File: src/rtl/can_fault_conf.sv
module can_fault_conf #(
  parameter int TEC_W    = 9,
  parameter int REC_W    = 8,
  parameter int STEP     = 8,
  parameter int PASS_LIM = 128,
  parameter int OFF_LIM  = 256,
  parameter int RELOAD   = 120,
  parameter int RUN_LEN  = 11,
  parameter int RUN_GOAL = 128
) (
  input  logic             clk,
  input  logic             rst_n,
  input  logic             tx_err_i,
  input  logic             rx_err_i,
  input  logic             dom_seq_err_i,
  input  logic             tx_ok_i,
  input  logic             rx_ok_i,
  input  logic             bit_stb_i,
  input  logic             bit_lvl_i,
  input  logic             irq_ack_i,
  output logic [TEC_W-1:0] tec_o,
  output logic [REC_W-1:0] rec_o,
  output logic [1:0]       state_o,
  output logic             err_passive_o,
  output logic             recov_irq_o
);
  localparam int RUN_W = $clog2(RUN_LEN);
  localparam logic [1:0] ST_ACT = 2'b00, ST_PAS = 2'b01, ST_OFF = 2'b10;
  localparam logic [TEC_W:0]   TEC_STEP = (TEC_W+1)'(STEP);
  localparam logic [TEC_W:0]   TEC_OFF  = (TEC_W+1)'(OFF_LIM);
  localparam logic [TEC_W-1:0] TEC_PAS  = TEC_W'(PASS_LIM);
  localparam logic [REC_W-1:0] REC_PAS  = REC_W'(PASS_LIM);
  localparam logic [REC_W-1:0] REC_STEP = REC_W'(STEP);
  localparam logic [REC_W-1:0] REC_RLD  = REC_W'(RELOAD);
  localparam logic [REC_W-1:0] REC_GOAL = REC_W'(RUN_GOAL - 1);
  localparam logic [RUN_W-1:0] RUN_LAST = RUN_W'(RUN_LEN - 1);

  logic [TEC_W-1:0] tec_q;
  logic [REC_W-1:0] rec_q;
  logic [RUN_W-1:0] run_q;
  logic             off_q, irq_q;

  wire tx_up = tx_err_i | dom_seq_err_i;
  wire rx_up = rx_err_i | dom_seq_err_i;
  wire [TEC_W:0] tec_sum = {1'b0, tec_q} + TEC_STEP;
  wire hit_off  = tx_up && (tec_sum >= TEC_OFF);
  wire run_done = bit_stb_i && bit_lvl_i && (run_q == RUN_LAST);
  wire recover  = off_q && run_done && (rec_q == REC_GOAL);

  always_ff @(posedge clk or negedge rst_n) begin
    if (!rst_n) begin
      tec_q <= '0;
      rec_q <= '0;
      run_q <= '0;
      off_q <= 1'b0;
      irq_q <= 1'b0;
    end else begin
      if (recover) irq_q <= 1'b1;
      else if (irq_ack_i) irq_q <= 1'b0;

      if (off_q) begin
        if (bit_stb_i) begin
          if (!bit_lvl_i) run_q <= '0;
          else if (run_q == RUN_LAST) begin
            run_q <= '0;
            if (recover) begin
              off_q <= 1'b0;
              rec_q <= '0;
              tec_q <= '0;
            end else begin
              rec_q <= rec_q + 1'b1;
            end
          end else begin
            run_q <= run_q + 1'b1;
          end
        end
      end else if (hit_off) begin
        off_q <= 1'b1;
        tec_q <= '0;
        rec_q <= '0;
        run_q <= '0;
      end else begin
        if (tx_up) tec_q <= tec_sum[TEC_W-1:0];
        else if (tx_ok_i && tec_q != '0) tec_q <= tec_q - 1'b1;

        if (rx_up) begin
          if (rec_q < REC_PAS) rec_q <= rec_q + REC_STEP;
        end else if (rx_ok_i) begin
          if (rec_q >= REC_PAS) rec_q <= REC_RLD;
          else if (rec_q != '0) rec_q <= rec_q - 1'b1;
        end
      end
    end
  end

  assign tec_o         = tec_q;
  assign rec_o         = rec_q;
  assign recov_irq_o   = irq_q;
  assign state_o       = off_q ? ST_OFF
                       : ((tec_q >= TEC_PAS || rec_q >= REC_PAS) ? ST_PAS : ST_ACT);
  assign err_passive_o = (state_o == ST_PAS);
endmodule

File: config.mk
export PLATFORM = sky130hd
export DESIGN_NAME = can_fault_conf
export DESIGN_NICKNAME = d
export VERILOG_FILES = /design/src/rtl/can_fault_conf.sv
export SDC_FILE = /design/constraint.sdc
export NUM_CORES = 1
export LEC_CHECK = 0
export BUFFER_PORTS_ARGS = -buffer_cell sky130_fd_sc_hd__buf_2
export CORE_ASPECT_RATIO = 0.8
export CORE_UTILIZATION = 45
export DETAILED_ROUTE_END_ITERATION = 10
export GPL_ROUTABILITY_DRIVEN = 0
export PLACE_DENSITY = 0.69
export SLEW_MARGIN = 25
export SYNTH_ARGS = -nofsm -noshare
export SYNTH_HDL_FRONTEND = slang
export SYNTH_SLANG_ARGS = --single-unit
File: constraint.sdc
create_clock -name clk -period 2 [get_ports clk]
set_input_delay 0.3 -clock clk [delete_from_list [all_inputs] [get_ports clk]]
set_output_delay 0.3 -clock clk [all_outputs]
set_load 0.02 [all_outputs]
# After elaboration in Yosys (flattened, before gate mapping)

Cells that the tools add are included.

Flip-flop bits (word level): 23
Logic and storage cells: 76
Input bits: 10
Output and inout bits: 21

Bitwise operators: 2
$lt $le $gt $ge: 4
Mux-type cells: 34
Reductions and logical operators: 17
Equal/unequal tests: 8
Add/sub/neg operators: 6

Operator list:

| operator               | count |
|---|---|
| $mux W8                | 11 |
| $mux W9                | 8 |
| $mux W4                | 5 |
| $add A9 B4 Y10 const B | 1 |
| $ge A10 B9 Y1 const B  | 1 |
| $ge A9 B8 Y1 const B   | 1 |
| $mux W1                | 9 |
| $reduce_bool A9 Y1     | 1 |
| $sub A9 B1 Y9 const B  | 1 |
| $add A8 B1 Y8 const B  | 1 |
| $add A8 B4 Y8 const B  | 1 |
| $eq A8 B7 Y1 const B   | 1 |
| $ge A8 B8 Y1 const B   | 1 |
| $lt A8 B8 Y1 const B   | 1 |
| $reduce_bool A4 Y1     | 2 |
| $reduce_bool A8 Y1     | 1 |
| $sub A8 B1 Y8 const B  | 1 |
| $logic_and A1 B1 Y1    | 6 |
| $reduce_and A6 Y1      | 1 |
| $reduce_and A5 Y1      | 1 |
| $reduce_bool A5 Y1     | 1 |
| $add A4 B1 Y4 const B  | 1 |
| $eq A4 B4 Y1 const B   | 1 |
| $ne A2 B1 Y1 const B   | 2 |
| 8 further kinds        | 11 |

# Longest topological paths before layout

Depth after elaboration: 9
Gate-level depth with buffers: 9
Gate-level depth less buffers: 8

# Least setup slack after synthesis

No wires, ideal clock.

Path kind: register to register
From: register rec_q[0], in the netlist rec_o[0]
To: register tec_q[5], in the netlist tec_o[5]
Buffers on the path: 1
Library setup time: 0.066 ns
Stages on the path, launching flop included: 9
Clock period less this slack: 2.174 ns
Path slack: -0.174 ns
Data arrival time: 2.109 ns
Path through: dfrtp_1 > ha_1 > nand3_2 > or4_4 > o2bb2ai_1 > or2_1 > clkbuf_2 > a211o_1 > nand2_1

Cells in the longest elaborated chain, start to end: 4

Ends and longest elaborated chain:

| item                               | line | source |
|---|---|---|
| start: declaration                 | 39   | `logic [REC_W-1:0] rec_q;` |
| start signal: assignment           | 71   | `rec_q <= rec_q + 1'b1;` |
| start signal: assignment           | 87   | `if (rec_q < REC_PAS) rec_q <= rec_q + REC_STEP;` |
| start signal: assignment           | 90   | `else if (rec_q != '0) rec_q <= rec_q - 1'b1;` |
| $eq A8 B7 Y1                       | 48   | `wire recover = off_q && run_done && (rec_q == REC_GOAL);` |
| $logic_and A1 B1 Y1                | 48   |  |
| $ne A2 B1 Y1 (no source line)      | n/a  |  |
| $reduce_and A5 Y1 (no source line) | n/a  |  |
| end signal: assignment             | 83   | `if (tx_up) tec_q <= tec_sum[TEC_W-1:0];` |
| end signal: assignment             | 84   | `else if (tx_ok_i && tec_q != '0) tec_q <= tec_q - 1'b1;` |
| end: declaration                   | 38   | `logic [TEC_W-1:0] tec_q;` |

Every way passes these cells.
A chain may end at the register's enable or synchronous reset.

# Final worst setup path

From: register run_q[0]
To: register tec_q[5], in the netlist tec_o[5]

Cells in the longest elaborated chain, start to end: 6

Ends and longest elaborated chain:

| item                                   | line   | source |
|---|---|---|
| start: declaration                     | 40     | `logic [RUN_W-1:0] run_q;` |
| start signal: assignment               | 74     | `run_q <= run_q + 1'b1;` |
| $eq A4 B4 Y1 (*)                       | 47, 64 |  |
| $logic_and A1 B1 Y1                    | 47     | `wire run_done = bit_stb_i && bit_lvl_i && (run_q == RUN_LAST);` |
| $logic_and A1 B1 Y1 (2 in a row)       | 48     |  |
| $ne A2 B1 Y1 (no source line)          | n/a    |  |
| $reduce_and A5 Y1 (no source line) (*) | n/a    |  |

Every way passes the cells marked *; elsewhere a longest branch is shown, timed or not.

==> results.py <==
metrics = {
    "status": {
        "outcome": "finished, violations left",
        "violations": "setup timing",
    },
    "final_layout": {
        "fin_nets": 314,
        "num_antenna_cells": 0,
        "final_common_cell": "buf_4",
        "syn_to_final_growth_pct": 38.0,
        "final_cell_area_mm2": 0.00251,
        "layout_common_cells": "49 x buf_4, 30 x buf_2, 21 x o21ai_0",
        "stdcell_count": 346,
        "drive_above_1_share_pct": 41.6,
        "final_core_util_pct": 65.6,
    },
    "sta": {
        "worst_pin_slew_ns": 0.547,
        "timing.hold.ws_ns": 0.0000190,
        "fmax_mhz": 493,
        "slew-limit-headroom_pct": 63.5,
        "finClkSkew_ns": 0.00761,
        "hold_viol_final": 0,
        "tns_ns": -0.0657,
        "setup_viol": 3,
        "report.final.slew_viol_count": 0,
        "setup_ws_ns": -0.0287,
        "finalCriticalPeriod_ns": 2.03,
        "period_share_pct": 101,
        "rsz0062_at_grt": "true",
    },
    "cts": {
        "cts_tree": "done",
        "clock-sinks": 23,
        "cts.clk_slew.worst_paths_ns": 0.09,
        "cts_inserted_buffers": 3,
        "htree_levels": 1,
        "ctsRootBufferMaster": "clkbuf_8",
        "clock_latency_ns": 0.27,
        "clockBufferDepth": 2,
    },
    "placed_design": {
        "hpwl_mm": 3.73,
        "port_buffers": 30,
        "dp_cells": 333,
        "dp_slack_ns": -0.0575,
        "place_area_mm2": 0.00230,
    },
    "power": {
        "power.leakage_nw": 1.18,
        "power_density_mw_per_mm2": 1020,
        "peakVddDrop_uv": 497,
        "total_power_mw": 2.55,
    },
    "detailed_routing": {
        "avgViaCountPerCell": 5.60,
        "drcViolationCount": 0,
        "antenna_left": 0,
        "wl_mm": 5.18,
        "drtPass1Iterations": 4,
        "dr.first_iter.drc_count": 95,
        "vias": 1937,
        "post_drt_wl_per_cell_um": 15.0,
    },
    "floorplanning": {
        "start_util_pct": 47.5,
        "ios": 31,
        "dieArea_mm2": 0.00430,
        "dieWidth_um": 73.1,
        "die_y_um": 58.9,
        "core-area_mm2": 0.00383,
        "rows": 20,
    },
    "logic_synthesis": {
        "ys_async_sr_fraction_pct": 100,
        "synth-edff-count": 0,
        "syn_avg_cell_area_um2": 8.27,
        "synthesis.area_mm2": 0.00182,
        "ys_seq_area_share_pct": 31.6,
        "synthesis.nets": 242,
        "syn_inst": 220,
        "yosysWarnings": 0,
        "synth_cell_types": 54,
        "synthFlopType": "dfrtp_1",
        "ys_ff_latch": 23,
    },
    "global_routing": {
        "grt_use_total_pct": 26.0,
        "antenna_found_initial": 0,
        "grt_max_degree": 24,
        "grt_pass1_wl_mm": 8.51,
        "overflow": 0,
        "first_global_vias": 1763,
    },
    "hold_path": {
        "hold_path.class": "input port to asynchronous set/reset pin",
    },
    "setup_path": {
        "cp-start-kind": "register",
        "crit_required_ns": 2.21,
        "end_kind": "register",
        "critical_path_class": "register to register",
        "path_max_fanout": 6,
        "cp_data_arrival_time_ns": 2.24,
    },
    "run": {
        "drv_cap": 0,
    },
}
[cell usage after synthesis (all sizes together), types with 2 or more instances]
cell type,number,area share (%)
and2,2,0.69
nor2,15,3.1
o32a,4,2.2
or2,3,1.0
inv,14,2.9
o31a,2,0.96
nor2b,2,0.69
buf,6,1.9
nand4,4,1.4
nand3,6,1.9
xnor2,4,1.9
a211oi,2,0.83
o22ai,6,2.1
a32oi,3,1.4
or4,2,1.0
ha,12,8.3
or3,2,0.69
o31ai,5,3.1
nor3b,2,0.83
and3,3,1.0
dfrtp,23,32
o21ai,26,7.4
clkbuf,7,1.5
a211o,2,0.96
nand2,20,4.1
mux2,2,1.2
nor3,8,2.2
a31oi,2,0.69
nor4,2,0.69
a21oi,11,3.0
nand2b,4,1.4
[registers in the layout, indices dropped and copies added (netlist names)]
name         cells
tec_o            9
rec_o            8
run_q            4
off_q            1
recov_irq_o      1
[power by group]
part	internal, mW	switching [mW]	total [mW]
Combinational	0.706	0.845	1.55
Sequential	0.583	0.116	0.699
Clock	0.143	0.160	0.302
Total	1.43	1.12	2.55
[per-layer routing]
layer	GRT usage (%)	part of all wire [%]	vias to the layer above
li1	-	-	953
met1	38.3	48	932
met2	39.7	46	50
met3	4.28	5.3	2
met4	6.16	0.19	0
met5	0	0	-
[what timing repair did]
item	4_1_cts	5_1_grt
endpoints found under the setup margin	8	21
setup buffers	7	2
resized for setup	9	17
hold buffers	0	0
pin swaps	3	6
[logic make-up (layout without fill, tap and decap cells)]
group                      Yosys count  after routing  synth area share [%]
muxes                                3              3                  1.79
DFF                                 23             23                  31.6
xor gates and xnor gates             4              4                  1.93
buffers and inverters               27             98                  6.33
adders and majority gates           12             12                  8.25
AOI/OAI and AO/OA                   72             72                  26.8
and+or+nand+nor                     79             79                  23.3
[final cells by class]
class | instances | area, µm²
Clock buffer | 4 | 45.0
Fill cell | 326 | 1320
Inverter | 14 | 52.6
Multi-Input combinational cell | 170 | 1230
Sequential cell | 23 | 583
Tap cell | 55 | 68.8
Timing Repair Buffer | 80 | 529
[critical path, stage by stage, from the launching register on]
cell and delay, ns:
dfrtp_1 0.40, inv_2 0.09, ha_4 0.14, nand3b_4 0.07, or4_4 0.55, o2bb2ai_4 0.17, or2_4 0.26, a211o_1 0.23
nand2_1 0.06
[final timing paths]
kind                                         startpoint                      end  slack (ns)  cells past startpoint
worst max register to register     run_q[0]$_DFFE_PN0P_     tec_o[5]$_DFFE_PN0P_       -0.03                      8
max in group asynchronous                         rst_n     rec_o[0]$_DFFE_PN0P_        1.59                      1
worst min-delay path                              rst_n     tec_o[8]$_DFFE_PN0P_     0.00002                      1
worst min register to register  recov_irq_o$_DFFE_PN0P_  recov_irq_o$_DFFE_PN0P_        0.54                      2
min in group clk                              irq_ack_i  recov_irq_o$_DFFE_PN0P_        0.22                      2
worst max-delay path               run_q[0]$_DFFE_PN0P_     tec_o[5]$_DFFE_PN0P_       -0.03                      8
Power figures use the tool's default switching activity.
